<file path="config.mk">
export PLATFORM = sky130hd
export DESIGN_NAME = dep_capture_top
export DESIGN_NICKNAME = d
export VERILOG_FILES = /design/src/rtl/dep_pkg.sv /design/src/rtl/dep_slot_capture.sv /design/src/rtl/dep_chan_map.sv /design/src/rtl/dep_capture_top.sv
export SDC_FILE = /design/constraint.sdc
export NUM_CORES = 1
export LEC_CHECK = 0
export CORE_MARGIN = 3
export CORE_UTILIZATION = 50
export DETAILED_ROUTE_END_ITERATION = 8
export PLACE_DENSITY = 0.9
export SYNTH_ARGS = -nofsm -noshare
export SYNTH_HDL_FRONTEND = slang
export SYNTH_HIERARCHICAL = 1
export SYNTH_SLANG_ARGS = --single-unit
</file>
<file path="constraint.sdc">
create_clock -name clk -period 1.62 [get_ports clk]
set_clock_uncertainty 0.1 [all_clocks]
set_input_delay 0.324 -clock clk [delete_from_list [all_inputs] [get_ports clk]]
set_output_delay 0.324 -clock clk [all_outputs]
set_load 0.02 [all_outputs]
</file>
<file path="src/rtl/dep_pkg.sv">
package dep_pkg;
   typedef struct packed {
      logic       de;
      logic       hs;
      logic       vs;
      logic [2:0] ctl;
   } sync_t;
endpackage

</file>
<file path="src/rtl/dep_slot_capture.sv">
module dep_slot_capture
   import dep_pkg::*;
#(
   parameter int HALF_W = 12,
   parameter int CFG_W  = 8
) (
   input  logic                  clk,
   input  logic                  rst_n,
   input  logic                  pclk_rise,
   input  logic                  edge_sel,
   input  logic                  bus_wide,
   input  logic [2*HALF_W-1:0]   data,
   input  sync_t                 sync_in,
   output logic                  prim,
   output logic [HALF_W-1:0]     cap_lo,
   output logic [HALF_W-1:0]     cap_up,
   output sync_t                 cap_sync,
   output logic                  primed,
   output logic [CFG_W-1:0]      cfg
);
   localparam int BUS_W = 2 * HALF_W;

   initial begin
      assert (CFG_W <= HALF_W) else $error("CFG_W must fit in the upper half");
   end

   logic cap_wide;

   assign prim = (pclk_rise == edge_sel);

   always_ff @(posedge clk) begin
      if (!rst_n) begin
         cap_lo   <= '0;
         cap_up   <= '0;
         cap_sync <= '0;
         cap_wide <= 1'b0;
         primed   <= 1'b0;
         cfg      <= '0;
      end else if (prim) begin
         cap_lo   <= data[HALF_W-1:0];
         cap_sync <= sync_in;
         cap_wide <= bus_wide;
         primed   <= 1'b1;
         if (bus_wide)
            cap_up <= data[BUS_W-1:HALF_W];
         else
            cfg    <= data[BUS_W-1 -: CFG_W];
      end else if (!cap_wide) begin
         cap_up <= data[HALF_W-1:0];
      end
   end

   // in wide mode the secondary slot must not disturb the upper half
   p_up_hold_wide_r9: assert property (@(posedge clk) disable iff (!rst_n)
      (!prim && cap_wide) |=> $stable(cap_up));

   // sync sampling happens on primary slots only
   p_sync_primary_r10: assert property (@(posedge clk) disable iff (!rst_n)
      !prim |=> $stable(cap_sync));
endmodule

</file>
<file path="src/rtl/dep_chan_map.sv">
module dep_chan_map
   import dep_pkg::*;
#(
   parameter int CH_W = 8,
   parameter int N_CH = 3
) (
   input  logic                        clk,
   input  logic                        rst_n,
   input  logic                        prim,
   input  logic                        primed,
   input  logic [N_CH*CH_W-1:0]        pixel,
   input  sync_t                       cap_sync,
   output logic [N_CH-1:0][CH_W-1:0]   ch,
   output logic                        is_data,
   output logic                        out_valid
);
   initial begin
      assert (CH_W >= 2) else $error("CH_W too small for control bits");
   end

   logic [N_CH-1:0][CH_W-1:0] ctl_word;
   logic [N_CH-1:0][CH_W-1:0] ch_next;

   for (genvar g = 0; g < N_CH; g++) begin : g_ch
      if (g == 0) begin : g_sync
         assign ctl_word[g] = CH_W'({cap_sync.vs, cap_sync.hs});
      end else if (g == 1) begin : g_c1
         assign ctl_word[g] = CH_W'(cap_sync.ctl[0]);
      end else if (g == 2) begin : g_c32
         assign ctl_word[g] = CH_W'(cap_sync.ctl[2:1]);
      end else begin : g_none
         assign ctl_word[g] = '0;
      end
      assign ch_next[g] = cap_sync.de ? pixel[g*CH_W +: CH_W] : ctl_word[g];
   end

   always_ff @(posedge clk) begin
      if (!rst_n) begin
         ch        <= '0;
         is_data   <= 1'b0;
         out_valid <= 1'b0;
      end else begin
         out_valid <= prim & primed;
         if (prim & primed) begin
            ch      <= ch_next;
            is_data <= cap_sync.de;
         end
      end
   end

   // a presentation strobe follows a primary slot
   p_valid_after_prim_r5: assert property (@(posedge clk) disable iff (!rst_n)
      out_valid |-> $past(prim));

   // outputs hold across secondary slots
   p_hold_secondary_r5: assert property (@(posedge clk) disable iff (!rst_n)
      !prim |=> ($stable(ch) && $stable(is_data)));
endmodule

</file>
<file path="src/rtl/dep_capture_top.sv">
module dep_capture_top
   import dep_pkg::*;
#(
   parameter int HALF_W = 12,
   parameter int CH_W   = 8,
   parameter int CFG_W  = 8
) (
   input  logic                  clk,
   input  logic                  rst_n,
   input  logic                  pclk_rise,
   input  logic                  edge_sel,
   input  logic                  bus_wide,
   input  logic [2*HALF_W-1:0]   pix_in,
   input  logic                  de_in,
   input  logic                  hs_in,
   input  logic                  vs_in,
   input  logic [2:0]            ctl_in,
   output logic [CH_W-1:0]       ch0_o,
   output logic [CH_W-1:0]       ch1_o,
   output logic [CH_W-1:0]       ch2_o,
   output logic                  is_data_o,
   output logic                  out_valid_o,
   output logic [CFG_W-1:0]      cfg_o
);
   localparam int N_CH  = 3;
   localparam int PIX_W = 2 * HALF_W;

   initial begin
      assert (PIX_W == N_CH * CH_W) else $error("pixel width must fill the channels");
   end

   sync_t                       sync_in, cap_sync;
   logic                        prim, primed;
   logic [HALF_W-1:0]           cap_lo, cap_up;
   logic [N_CH-1:0][CH_W-1:0]   ch;

   assign sync_in = '{de: de_in, hs: hs_in, vs: vs_in, ctl: ctl_in};

   dep_slot_capture #(.HALF_W(HALF_W), .CFG_W(CFG_W)) u_cap (
      .clk      (clk),
      .rst_n    (rst_n),
      .pclk_rise(pclk_rise),
      .edge_sel (edge_sel),
      .bus_wide (bus_wide),
      .data     (pix_in),
      .sync_in  (sync_in),
      .prim     (prim),
      .cap_lo   (cap_lo),
      .cap_up   (cap_up),
      .cap_sync (cap_sync),
      .primed   (primed),
      .cfg      (cfg_o)
   );

   dep_chan_map #(.CH_W(CH_W), .N_CH(N_CH)) u_map (
      .clk      (clk),
      .rst_n    (rst_n),
      .prim     (prim),
      .primed   (primed),
      .pixel    ({cap_up, cap_lo}),
      .cap_sync (cap_sync),
      .ch       (ch),
      .is_data  (is_data_o),
      .out_valid(out_valid_o)
   );

   assign ch0_o = ch[0];
   assign ch1_o = ch[1];
   assign ch2_o = ch[2];

   // configuration byte holds while the bus is in wide mode
   p_cfg_hold_wide_r8: assert property (@(posedge clk) disable iff (!rst_n)
      bus_wide |=> $stable(cfg_o));
endmodule

</file>
---- Word level (Yosys, flattened, before mapping) ----
Index checks and enable logic that the tools add are counted.
cells by class
  div/mod/pow operators ................... 0
  bitwise operators ....................... 2
  multiplexer cells ....................... 6
  equal/unequal tests ..................... 3
  reductions and logical operators ........ 2
  shifts and indexed selects .............. 0
  $lt $le $gt $ge ......................... 0
  $mul .................................... 0
  add/sub/neg operators ................... 0
operator list
  kind                number
  $mux 12             3
  $mux 8              3
  $reduce_and 2->1    2
  $ne 2x1->1 const B  1
  $ne 2x2->1 const B  1
  $and 1x1->1         1
  $eq 1x1->1          1
  $not 1->1           1
storage, ports and cells
  bits in latches ......................... 0
  input port bits ......................... 35
  memory bits (writable) .................. 0
  register bits after elaboration ......... 66
  logic and storage cells ................. 27
  memories ................................ 0
  output and inout port bits .............. 34
  bits in read-only memories .............. 0

---- Logic depth before layout (Yosys ltp) ----
Gate-level depths: netlist of run 1.
  depth after elaboration ................. 3
  depth in mapped cells ................... 7
  gate-level depth less buffers ........... 4

---- Modules after synthesis ----
Netlist of run 1, hierarchy kept.
by module, submodules not included
  module            area an instance (um^2)  cells each  times used  seq. area each (um^2)
  dep_slot_capture  1,779.2                  199         1           800.8
  dep_chan_map      1,261.2                  119         1           520.5

---- Worst setup path before layout of run 1 ----
Ideal clock, no wire load.
  kind .................................... input to register
  from .................................... in edge_sel
  to ...................................... reg u_map/ch[12] (netlist bit)
  stages .................................. 7
  library setup time ...................... 66 ps
  path buffers ............................ 3
  arrival ................................. 1,359 ps
  data required time ...................... 1,454 ps
  slack ................................... 95 ps
  path through ............................ xor2_4 inv_4 buf_6 buf_6 buf_6 a21bo_1 a21oi_2
between the ends
  longest elaborated chain between the ends .. 2
RTL lines
  item                  line                    RTL
  from (decl)           dep_capture_top.sv:11   input logic edge_sel,
  $eq 1x1->1            dep_slot_capture.sv:29  assign prim = (pclk_rise == edge_sel);
  via prim              dep_capture_top.sv:33   logic prim, primed;
  $and 1x1->1           dep_chan_map.sv:44      if (prim & primed) begin
  to (signal assigned)  dep_chan_map.sv:45      ch <= ch_next;
  to (decl)             dep_chan_map.sv:13      output logic [N_CH-1:0][CH_W-1:0] ch,
The timed path passes the listed nets, and every way through them passes these cells.
A chain may end at the register's enable or synchronous reset.

---- Final worst setup path of run 1 ----
  from .................................... in edge_sel
  to ...................................... reg u_map/ch[15] (netlist bit)
The elaborated chain is that of the path after synthesis.

==> impl_metrics.csv, run 1 <==
group,metric,value,unit
critical_path,critPathCaptureType,"register",
critical_path,slowest_delay,0.54,ns
synth,synth-async-reset-ratio,0,%
synth,yosysWarnings,6,
timing,tightestPinTransition,0.499,ns
power,powerDensity,975,nW/um2
layout,antennaDiodeCount,0,
floorplanning,fp.dieH,84.0,um
routing,drt_iter0_markers,137,
worst_hold_path,hold_path.class,"reg -> reg",
critical_path,crit_required,1.79,ns
layout,num-nets-final,420,
clock_network,postCtsSetupRepairBufs,0,
placement,portBuffers,68,
clock_network,htree_levels,3,
power,comb_power_share,17.7,%
floorplanning,initial_utilization,53.3,%
synth,synth.net_count,353,
routing,routed_wl,6910,um
layout,area_delta_synth_final,28.9,%
layout,final_area,3920,um2
clock_network,clockBufferDepth,2,
critical_path,worst-path-max-fanout,37,
synth,syn-cell-area,3040,um2
floorplanning,rows,27,
critical_path,worst-path-buf-inv,3,
timing,setup_viol,0,
floorplanning,io-pin-count,69,
critical_path,worstPathArrival,1.69,ns
timing,rsz0062_at_grt,"false",
routing,route.detailed.drc,0,
floorplanning,die_width,84.0,um
floorplanning,fp.coreArea,5710,um2
clock_network,clk_pin_slew,0.07,ns
floorplanning,die_area,7050,um2
layout,fillers,464,
routing,final_antenna_net_count,0,
clock_network,cts_inserted_buffers,9,
synth,synth_cell_types,25,
status,outcome,"complete, no violations",
power,swShare,27.4,%
timing,relSlewSlack,66.7,%
timing,fin_crit,1.52,ns
global_routing,antenna_found_initial,0,
critical_path,critPathKind,"in -> reg",
layout,final_common_cell,"nand2_1",
power,power.clock.fraction,35.3,%
power,leakagePower,1.71,nW
routing,avgViaCountPerCell,5.48,
timing,hold_violations,0,
timing,fin_crit_sh,94.0,%
placement,post_dp_cell_area,3770,um2
power,switchingPower,1.05,mW
timing,fmax,0.657,GHz
critical_path,crit_path_top_delay_cell,"clkdlybuf4s50_1",
clock_network,cts_root_buf,"clkbuf_8",
synth,syn_area_per_cell,9.56,um2
critical_path,start_kind,"primary input",
layout,drive_gt1_share,17.2,%
power,ir_drop,0.533,mV
global_routing,track_usage,20.1,%
global_routing,grt-ovfl-total,0,
timing,hold_slack,0.356,ns
flow_run,maxCapViolations,0,
routing,routedWlPerCell,15.0,um
synth,yosys.area.top_type,"dfxtp_1",
timing,slew_violations,0,
global_routing,grt_pass1_wl,11500,um
critical_path,worstPathCellList,"clkdlybuf4s50_1 -> xor2_4 -> inv_4 -> buf_12 -> a21bo_2 -> a21oi_1",
placement,gp_congestion,0.843,
global_routing,grt_pass1_vias,2426,
synth,synthCells,318,
synth,yosys-top-cells-area,"dfxtp_1 (43%), mux2i_1 (12%), nand2_1 (9.4%), a21bo_2 (4.9%), a21boi_1 (4.4%)",
placement,hpwl,4820,um
synth,synth_edf_count,0,
routing,dr.pass1.iters,4,
critical_path,cpLargestDelayFamily,"buffers and inverters",
placement,placedCellCount,446,
synth,synth_top_area_share,43.5,%
synth,synth-main-ff-cell,"dfxtp_1",
clock_network,cts_tree,"built",
synth,synth-seq-cells,66,
power,power.internal,2.78,mW
clock_network,clock-sinks,66,
global_routing,grt_max_degree,38,
clock_network,insertion_delay,0.34,ns
power,pwr-share-seq,47.0,%
routing,vias,2526,
layout,fin_cells,461,
synth,ys_seq_area_share,43.5,%
layout,layout_common_cells,"nand2_1 (76), dfxtp_1 (66), mux2i_1 (37)",
[per-stage QoR]
step           worst slack, ns  util (%)  power (mW)  TNS (ns)
6_report                0.0969      68.7        3.82         0
5_1_grt                 0.0178      68.7        3.97         0
4_1_cts                 0.0818      68.6        3.84         0
3_5_place_dp            -0.279      66.0        2.52    -13.02
3_3_place_gp            -0.236      66.0        2.50    -11.72
2_1_floorplan           0.0947         -        2.28         0
[final cells by class]
type | count | area [um2] | share of cell area (%)
tap | 72 | 90.1 | 2.30
inverter | 2 | 10.0 | 0.255
multi-input combinational | 220 | 1480 | 37.8
clock inverter | 5 | 55.1 | 1.40
timing repair buffer | 86 | 826 | 21.1
sequential | 66 | 1320 | 33.7
clock buffer | 10 | 138 | 3.51
[synthesized netlist by cell type, types with 4 or more instances]
master / number
and3_1: 13
nand2_1: 76
mux2i_1: 37
buf_2: 9
a21boi_1: 18
a21bo_2: 15
a21oi_2: 9
buf_4: 4
a21oi_1: 16
a211oi_2: 5
clkbuf_1: 4
nand4_1: 19
a21bo_1: 5
buf_6: 12
dfxtp_1: 66
[final timing paths]
check / start / to / slack (ns) / cells past startpoint
hold / removal: u_cap/cap_lo[0] / u_cap/cap_lo[0] / 0.36 / 2
setup reg to reg: u_cap/cap_sync[5] / u_map/ch[14] / 0.22 / 3
hold reg to reg: u_cap/cap_lo[0] / u_cap/cap_lo[0] / 0.36 / 2
setup / recovery: edge_sel / u_map/ch[15] / 0.1 / 6
[power groups by stage]
stage	registers [mW]	clock network, mW	logic [mW]
6_report	1.80	1.35	0.678
2_1_floorplan	1.84	0	0.438
5_1_grt	1.81	1.43	0.734
4_1_cts	1.80	1.37	0.675
3_5_place_dp	1.83	0	0.689
3_3_place_gp	1.83	0	0.671
[per-layer routing]
layer | vias up | global-route usage [%] | share of wire, % | wire length [um]
met2 | 83 | 30.7 | 46 | 3170
met3 | 15 | 4.54 | 5.5 | 381
met5 | - | 0 | 0 | 0
li1 | 1235 | - | - | -
met1 | 1193 | 27.0 | 47 | 3220
met4 | 0 | 8.92 | 2.0 | 137
[what timing repair did]
item                       in CTS  in global routing
setup endpoints to repair      34                  1
pin swaps                       0                  1
hold buffers                    0                  0
resized for setup              34                  1
[flip-flops by register name, indices dropped and copies added, names as in the netlist]
register         count
u_cap/cap_lo        12
u_map/ch            24
u_cap/cap_up        12
u_cap/cap_sync       6
u_cap/cap_wide       1
u_cap/cfg            8
u_map/out_valid      1
u_map/is_data        1
u_cap/primed         1
[worst min-delay path, delay by kind of cell, from the launching register on]
family,cells,cell delay [ns]
simple gates,1,0.05
flops,1,0.31
compound gates,1,0.05
[cell families (layout without fill, tap and decap cells)]
| family | Yosys count | after routing | synth area share (%) |
|---|---|---|---|
| and+or+nand+nor | 112 | 112 | 16.9 |
| AOI/OAI and AO/OA | 70 | 70 | 18.7 |
| DFF | 66 | 66 | 43.5 |
| muxes | 37 | 37 | 12.2 |
| buffers and inverters | 32 | 103 | 7.86 |
| xor gates and xnor gates | 1 | 1 | 0.905 |
Power figures use the tool's default switching activity.
==> inputs of run 2 (changes only) <==
--- a/config.mk
+++ b/config.mk
@@ -7,6 +7,7 @@
 export LEC_CHECK = 0
 export CORE_MARGIN = 3
 export CORE_UTILIZATION = 50
+export CTS_CLUSTER_DIAMETER = 30
 export DETAILED_ROUTE_END_ITERATION = 8
 export PLACE_DENSITY = 0.9
 export SYNTH_ARGS = -nofsm -noshare
==> results of run 2 <==
No change in the layout: final DEF, timing and power equal those of run 1.
==> inputs of run 3 (changes only) <==
--- a/config.mk
+++ b/config.mk
@@ -10,6 +10,7 @@
 export CTS_CLUSTER_DIAMETER = 30
 export DETAILED_ROUTE_END_ITERATION = 8
 export PLACE_DENSITY = 0.9
+export SLEW_MARGIN = 20
 export SYNTH_ARGS = -nofsm -noshare
 export SYNTH_HDL_FRONTEND = slang
 export SYNTH_HIERARCHICAL = 1
==> results of run 3 <==
No change in the layout: final DEF, timing and power equal those of run 1.
